## src/rtl/panel_out_pkg.sv

```systemverilog
package panel_out_pkg;
  localparam int CHAN_W   = 8;
  localparam int NARROW_W = 6;
  localparam int TEST_W   = 4;
  localparam int NCHAN    = 3;

  typedef struct packed {
    logic [CHAN_W-1:0] r;
    logic [CHAN_W-1:0] g;
    logic [CHAN_W-1:0] b;
  } rgb_t;
endpackage

```

## src/rtl/panel_pair_ctrl.sv

```systemverilog
module panel_pair_ctrl (
  input  logic clk_i,
  input  logic rst_ni,
  input  logic dual_phase_i,
  input  logic valid_i,
  input  logic de_i,
  output logic hold_ld_o,
  output logic pair_ld_o,
  output logic single_ld_o,
  output logic half_clk_o
);
  logic acc, ph_q, half_q;

  assign acc         = valid_i & de_i;
  assign hold_ld_o   = acc & dual_phase_i & ~ph_q;
  assign pair_ld_o   = acc & dual_phase_i & ph_q;
  assign single_ld_o = acc & ~dual_phase_i;
  assign half_clk_o  = half_q;

  always_ff @(posedge clk_i or negedge rst_ni) begin
    if (!rst_ni) begin
      ph_q   <= 1'b0;
      half_q <= 1'b0;
    end else if (dual_phase_i && de_i) begin
      if (acc) begin
        ph_q   <= ~ph_q;
        half_q <= ph_q;   // high after pair completes
      end
    end else begin
      ph_q   <= 1'b0;     // next active pixel starts a pair
      half_q <= ~half_q;
    end
  end


  pair_half_chk: assert property (@(posedge clk_i) disable iff (!rst_ni)
    pair_ld_o |=> half_q);

  first_half_chk: assert property (@(posedge clk_i) disable iff (!rst_ni)
    hold_ld_o |=> !half_q);

  stall_phase_chk: assert property (@(posedge clk_i) disable iff (!rst_ni)
    (dual_phase_i && de_i && !valid_i) |=> $stable(ph_q));
endmodule

```

## src/rtl/panel_pix_regs.sv

```systemverilog
module panel_pix_regs
  import panel_out_pkg::*;
(
  input  logic clk_i,
  input  logic rst_ni,
  input  rgb_t pix_i,
  input  logic hold_ld_i,
  input  logic pair_ld_i,
  input  logic single_ld_i,
  input  logic de_i,
  input  logic hsync_i,
  input  logic vsync_i,
  output rgb_t even_o,
  output rgb_t odd_o,
  output logic de_o,
  output logic hsync_o,
  output logic vsync_o
);
  rgb_t hold_q, even_q, odd_q;
  logic de_q, hs_q, vs_q;

  always_ff @(posedge clk_i or negedge rst_ni) begin
    if (!rst_ni) begin
      hold_q <= '0;
      even_q <= '0;
      odd_q  <= '0;
      de_q   <= 1'b0;
      hs_q   <= 1'b0;
      vs_q   <= 1'b0;
    end else begin
      if (hold_ld_i) hold_q <= pix_i;
      if (pair_ld_i) even_q <= hold_q;
      if (pair_ld_i || single_ld_i) odd_q <= pix_i;
      de_q <= de_i;
      hs_q <= hsync_i;
      vs_q <= vsync_i;
    end
  end

  assign even_o  = even_q;
  assign odd_o   = odd_q;
  assign de_o    = de_q;
  assign hsync_o = hs_q;
  assign vsync_o = vs_q;


  even_hold_chk: assert property (@(posedge clk_i) disable iff (!rst_ni)
    !pair_ld_i |=> $stable(even_q));

  single_odd_chk: assert property (@(posedge clk_i) disable iff (!rst_ni)
    single_ld_i |=> (odd_q == $past(pix_i)));

  odd_hold_chk: assert property (@(posedge clk_i) disable iff (!rst_ni)
    !(pair_ld_i || single_ld_i) |=> $stable(odd_q));
endmodule

```

## src/rtl/panel_depth_fmt.sv

```systemverilog
module panel_depth_fmt
  import panel_out_pkg::*;
(
  input  logic                           wide_i,
  input  logic [2*NCHAN-1:0][CHAN_W-1:0] chan_i,
  output logic [2*NCHAN-1:0][CHAN_W-1:0] chan_o,
  output logic [TEST_W-1:0]              test_o
);
  localparam int PAD_W = CHAN_W - NARROW_W;
  localparam int ODD_B = 0;

  for (genvar i = 0; i < 2*NCHAN; i++) begin : g_chan
    assign chan_o[i] = wide_i ? chan_i[i]
                              : {{PAD_W{1'b0}}, chan_i[i][CHAN_W-1 -: NARROW_W]};
  end

  assign test_o = wide_i ? '0 : chan_o[ODD_B][NARROW_W-1 -: TEST_W];


  narrow_pad_chk: assert final (wide_i || chan_o[1][CHAN_W-1 -: PAD_W] == '0);

  test_low_chk: assert final (!wide_i || test_o == '0);
endmodule

```

## src/rtl/panel_out_fmt.sv

```systemverilog
module panel_out_fmt
  import panel_out_pkg::*;
(
  input  logic              clk_i,
  input  logic              rst_ni,
  input  logic              dual_phase_i,
  input  logic              wide_i,
  input  logic              pix_valid_i,
  input  logic              pix_de_i,
  input  logic [CHAN_W-1:0] pix_r_i,
  input  logic [CHAN_W-1:0] pix_g_i,
  input  logic [CHAN_W-1:0] pix_b_i,
  input  logic              hsync_i,
  input  logic              vsync_i,
  output logic [CHAN_W-1:0] even_r_o,
  output logic [CHAN_W-1:0] even_g_o,
  output logic [CHAN_W-1:0] even_b_o,
  output logic [CHAN_W-1:0] odd_r_o,
  output logic [CHAN_W-1:0] odd_g_o,
  output logic [CHAN_W-1:0] odd_b_o,
  output logic [TEST_W-1:0] test_o,
  output logic              de_o,
  output logic              hsync_o,
  output logic              vsync_o,
  output logic              dclk_full_o,
  output logic              dclk_full_n_o,
  output logic              dclk_half_o,
  output logic              dclk_half_n_o
);
  logic hold_ld, pair_ld, single_ld, half_clk;
  rgb_t pix, even_q, odd_q;
  logic [2*NCHAN-1:0][CHAN_W-1:0] raw, fmt;

  assign pix = '{r: pix_r_i, g: pix_g_i, b: pix_b_i};

  panel_pair_ctrl u_ctrl (
    .clk_i        (clk_i),
    .rst_ni       (rst_ni),
    .dual_phase_i (dual_phase_i),
    .valid_i      (pix_valid_i),
    .de_i         (pix_de_i),
    .hold_ld_o    (hold_ld),
    .pair_ld_o    (pair_ld),
    .single_ld_o  (single_ld),
    .half_clk_o   (half_clk)
  );

  panel_pix_regs u_regs (
    .clk_i       (clk_i),
    .rst_ni      (rst_ni),
    .pix_i       (pix),
    .hold_ld_i   (hold_ld),
    .pair_ld_i   (pair_ld),
    .single_ld_i (single_ld),
    .de_i        (pix_de_i),
    .hsync_i     (hsync_i),
    .vsync_i     (vsync_i),
    .even_o      (even_q),
    .odd_o       (odd_q),
    .de_o        (de_o),
    .hsync_o     (hsync_o),
    .vsync_o     (vsync_o)
  );

  // index 0 is odd blue (feeds the spare pins)
  assign raw = {even_q.r, even_q.g, even_q.b, odd_q.r, odd_q.g, odd_q.b};

  panel_depth_fmt u_fmt (
    .wide_i (wide_i),
    .chan_i (raw),
    .chan_o (fmt),
    .test_o (test_o)
  );

  assign {even_r_o, even_g_o, even_b_o, odd_r_o, odd_g_o, odd_b_o} = fmt;

  assign dclk_full_o   = clk_i;
  assign dclk_full_n_o = ~clk_i;
  assign dclk_half_o   = half_clk;
  assign dclk_half_n_o = ~half_clk;


  de_align_chk: assert property (@(posedge clk_i) disable iff (!rst_ni)
    1'b1 |=> (de_o == $past(pix_de_i)));

  idle_toggle_chk: assert property (@(posedge clk_i) disable iff (!rst_ni)
    (!pix_de_i || !dual_phase_i) |=> (dclk_half_o != $past(dclk_half_o)));

  wide_pass_chk: assert property (@(posedge clk_i) disable iff (!rst_ni)
    (wide_i && single_ld) |=> (!wide_i || odd_r_o == $past(pix_r_i)));
endmodule

```

## config.mk

```make
export PLATFORM = sky130hd
export DESIGN_NAME = panel_out_fmt
export DESIGN_NICKNAME = d
export VERILOG_FILES = /design/src/rtl/panel_out_pkg.sv /design/src/rtl/panel_pair_ctrl.sv /design/src/rtl/panel_pix_regs.sv /design/src/rtl/panel_depth_fmt.sv /design/src/rtl/panel_out_fmt.sv
export SDC_FILE = /design/constraint.sdc
export NUM_CORES = 1
export LEC_CHECK = 0
export CAP_MARGIN = 15
export CORE_MARGIN = 2
export CORE_UTILIZATION = 45
export CTS_BUF_LIST = sky130_fd_sc_hd__clkbuf_8
export DETAILED_ROUTE_END_ITERATION = 7
export PLACE_DENSITY = 0.78
export SYNTH_ARGS = -nofsm -noshare
export SYNTH_HDL_FRONTEND = slang
export SYNTH_SLANG_ARGS = --single-unit
```

## constraint.sdc

```tcl
create_clock -name clk_i -period 1.7 [get_ports clk_i]
set_clock_uncertainty 0.1 [all_clocks]
set_input_delay 0.425 -clock clk_i [delete_from_list [all_inputs] [get_ports clk_i]]
set_output_delay 0.425 -clock clk_i [all_outputs]
set_load 0.005 [all_outputs]
```

Word-level counts from Yosys, hierarchy flattened
Index checks and enable logic that the tools add are counted.
{"block": "classes", "eq_ne": 1, "mux": 11, "bitwise": 9, "n_reduce_logical": 2}
{"cell": "8-bit two-way mux", "n": 6}
{"cell": "1-bit AND", "n": 5}
{"cell": "1-bit two-way mux", "n": 4}
{"cell": "4-bit two-way mux", "n": 1}
{"cell": "1-bit NOT", "n": 4}
{"cell": "2-bit by 1-bit != test with 1-bit output (second input constant)", "n": 1}
{"cell": "1-bit logical AND", "n": 1}
{"cell": "1-bit logical OR", "n": 1}
{"block": "word_totals", "register_bits": 77, "inputBits": 32, "output_inout_bits": 59, "word_cells": 37}

Logic depth before layout (Yosys ltp)
{"block": "logic_depth", "depth_word": 4, "depth_mapped": 4, "mapped_depth_nobuf": 3}

By module
Synthesis repeated with hierarchy kept, for this count alone.
{"block": "unflattened", "cells_unflattened": 230, "area_unflattened_um2": 3718.6}
{"mod": "panel_pix_regs", "n_inst": 1, "cells_per_inst": 156, "area_per_inst_um2": 2872.8, "seq_area_each_um2": 1876.8}
{"mod": "panel_depth_fmt", "n_inst": 1, "cells_per_inst": 58, "area_per_inst_um2": 720.7, "seq_area_each_um2": 0.0}
{"mod": "panel_pair_ctrl", "n_inst": 1, "cells_per_inst": 13, "area_per_inst_um2": 110.1, "seq_area_each_um2": 50.0}
{"mod": "panel_out_fmt", "n_inst": 1, "cells_per_inst": 3, "area_per_inst_um2": 15.0, "seq_area_each_um2": 0.0}

==> results.sh <==
export IMPL_crit_cells=4
export IMPL_drtIter0Drc=80
export IMPL_cp_start_kind="clock port"
export IMPL_fin_crit_ns=1.79
export IMPL_path_clk_slew_ns=0.07
export IMPL_crit_fanout=8
export IMPL_diodes=0
export IMPL_grt_pass1_vias=2622
export IMPL_arrival_ns=1.26
export IMPL_p_leak_nw=2.65
export IMPL_grt_max_degree=31
export IMPL_fp_dieW_um=90.9
export IMPL_yosys_area_top_type="dfrtp_1"
export IMPL_die_y_um=90.9
export IMPL_num_vias=2385
export IMPL_hold_slack_ns=0.341
export IMPL_hold_class="input pin to flop"
export IMPL_layout_drive_gt1_share_pct=62.3
export IMPL_irDropWorstVdd_mv=0.903
export IMPL_syn_inst=227
export IMPL_power_w=0.00624
export IMPL_maxCapViolations=0
export IMPL_ys_seq_area_share_pct=56.7
export IMPL_slew_limit_headroom_pct=75.3
export IMPL_mappedNetlistNets=259
export IMPL_drtPass1Iterations=4
export IMPL_wire_per_inst_um=17.1
export IMPL_end_kind="output pin"
export IMPL_ant_nets=0
export IMPL_avgSynthCellArea_sq_um=15.0
export IMPL_crit_slowest_cell="clkbuf_16"
export IMPL_path_cells="clkbuf_16, clkbuf_16, clkinv_4, buf_6"
export IMPL_slew_violations=0
export IMPL_ys_top_cells_by_area="dfrtp_1 (57%), mux2_2 (34%), and2_1 (2.2%)"
export IMPL_max_freq_mhz=563
export IMPL_synth_ff_latch_count=77
export IMPL_cp_common_cell="clkbuf_16"
export IMPL_ys_warn_count=0
export IMPL_antenna_found_initial=0
export IMPL_finalWirelength_um=8280
export IMPL_syn_area_sq_um=3400
export IMPL_fin_nets=412
export IMPL_std_cell_rows=31
export IMPL_fin_crit_sh_pct=105
export IMPL_core_area_sq_um=7290
export IMPL_layout_setup_ws_ns=-0.0887
export IMPL_hold_start="vsync_i"
export IMPL_grt_remaining_overflow=0
export IMPL_path_class="clock port to output pin"
export IMPL_cp_top_family="buffers and inverters"
export IMPL_rr_startpoint="u_ctrl.ph_q"
export IMPL_cts_tree="done"
export IMPL_yosys_cell_types_count=19
export IMPL_grt_pass1_wl_um=13500
export IMPL_slowest_delay_ns=0.15
export IMPL_holdPathStages=1
export IMPL_grtUsageTotal_pct=21.1
export IMPL_die_area_sq_um=8270
export IMPL_synth_top_area_share_pct=56.7
export IMPL_power_density_nw_per_um2=1140
export IMPL_via_per_inst=4.93
export IMPL_r2r_setup_slack_ns=0.22
export IMPL_cp_required_ns=1.17
export IMPL_r2r_cells=3
export IMPL_violations="setup timing"
export IMPL_clk_latency_ns=0.48
export IMPL_routabilityCongestion=0.707
export IMPL_portBuffers=90
export IMPL_hold_end="u_regs.vsync_o"
export IMPL_finalSetupTns_ns=-1.38
export IMPL_hold_viol_final=0
export IMPL_rsz0062_at_grt="true"
export IMPL_tightest_slew_ns=0.370
export IMPL_setup_viol=24
export IMPL_area_growth_pct=60.4
export IMPL_ioPinCount=91
export IMPL_initial_core_util_pct=46.6
export IMPL_r2r_end="u_regs.odd_o[9]"
export IMPL_path_buf_inv=4
export IMPL_drc=0
export IMPL_status="finished, violations left"
export IMPL_dp_hpwl_um=4650
metal layers:
metal  part of all wire (%)  global-route usage (%)
met5                      0                       0
met4                    1.7                    7.95
met3                    3.9                    4.07
met2                     50                    34.6
met1                     45                    27.8
worst max path at each step:
stage | from | endpoint | slack (ns)
after floorplan | wide_i | even_b_o[0] | -0.02
after global placement | wide_i | odd_g_o[0] | -0.39
after detailed placement | wide_i | odd_g_o[4] | -0.43
after CTS | clk_i | dclk_full_n_o | -0.11
after global routing | clk_i | dclk_full_n_o | -0.10
final | clk_i | dclk_full_n_o | -0.09
kinds of logic (layout without fill, tap and decap cells):
family                 Yosys count  in the layout  share of synthesized area, %
buffers and inverters           17            175                          2.87
multiplexers                   104            104                          34.4
AND/OR/NAND/NOR                 21             21                          4.16
XOR/XNOR                         1              1                         0.258
flip-flops                      77             77                          56.7
AO/OA/AOI/OAI                    7              7                          1.62
cell usage in the layout (no fill, tap or decap), types with 9 or more instances in the layout:
cell and instances:
mux2_2 77, dfrtp_1 77, buf_6 55, clkdlybuf4s50_1 29, mux2_4 27, buf_4 22, buf_2 14, and2_1 12
buf_12 10, clkbuf_8 9
worst register-to-register path, stage by stage (launching register included):
cell      delay [ns]
dfrtp_1         0.46
o211ai_2        0.22
buf_12          0.23
mux2_2          0.37
cell type report:
cell class	count	area, sq um
inverters	2	7.51
clock buffers	16	219
multi-input cells	133	1510
flip-flops and latches	77	1930
fillers	499	1840
repair buffers	150	1600
well taps	99	124
clock inverters	7	70.1
cell usage after synthesis:
cell type  count
a211oi_1       1
a21o_1         4
a21oi_1        1
and2_1        12
buf_1          1
buf_2          6
buf_4          3
buf_6          2
clkbuf_1       2
dfrtp_1       77
inv_1          3
mux2_2       104
nand2_1        1
nand4_2        1
nand4b_2       1
nor2_1         1
nor2b_1        5
o211ai_2       1
xnor2_1        1
flip-flops by register name, indices dropped and copies added (netlist names):
name	cells
u_ctrl.half_clk_o	1
u_ctrl.ph_q	1
u_regs.de_o	1
u_regs.even_o	24
u_regs.hold_q	24
u_regs.hsync_o	1
u_regs.odd_o	24
u_regs.vsync_o	1
metrics by stage:
step / cell area [sq um] / instances / worst slack [ns] / utilization, %
finish: 5460 / 484 / -0.0887 / 74.8
global route: 5460 / 484 / -0.103 / 74.8
floorplan: 3400 / 227 / -0.0168 / -
global placement: 4500 / 415 / -0.391 / 61.8
CTS: 5310 / 480 / -0.111 / 72.8
detailed placement: 4500 / 415 / -0.429 / 61.8
power by group:
group,internal [W],switching (W)
clock network,0.00105,0.000769
registers,0.00223,0.000254
logic,0.00136,0.000579
total,0.00464,0.00160
what timing repair did:
| action | 4_1_cts | 5_1_grt |
|---|---|---|
| gates resized for setup | 260 | 44 |
| hold buffers | 1 | 0 |
| setup endpoints to repair | 59 | 42 |
| endpoints found under the hold margin | 25 | 0 |
| setup buffers | 43 | 5 |
| gates cloned | 4 | 0 |
Power figures use the tool's default switching activity.
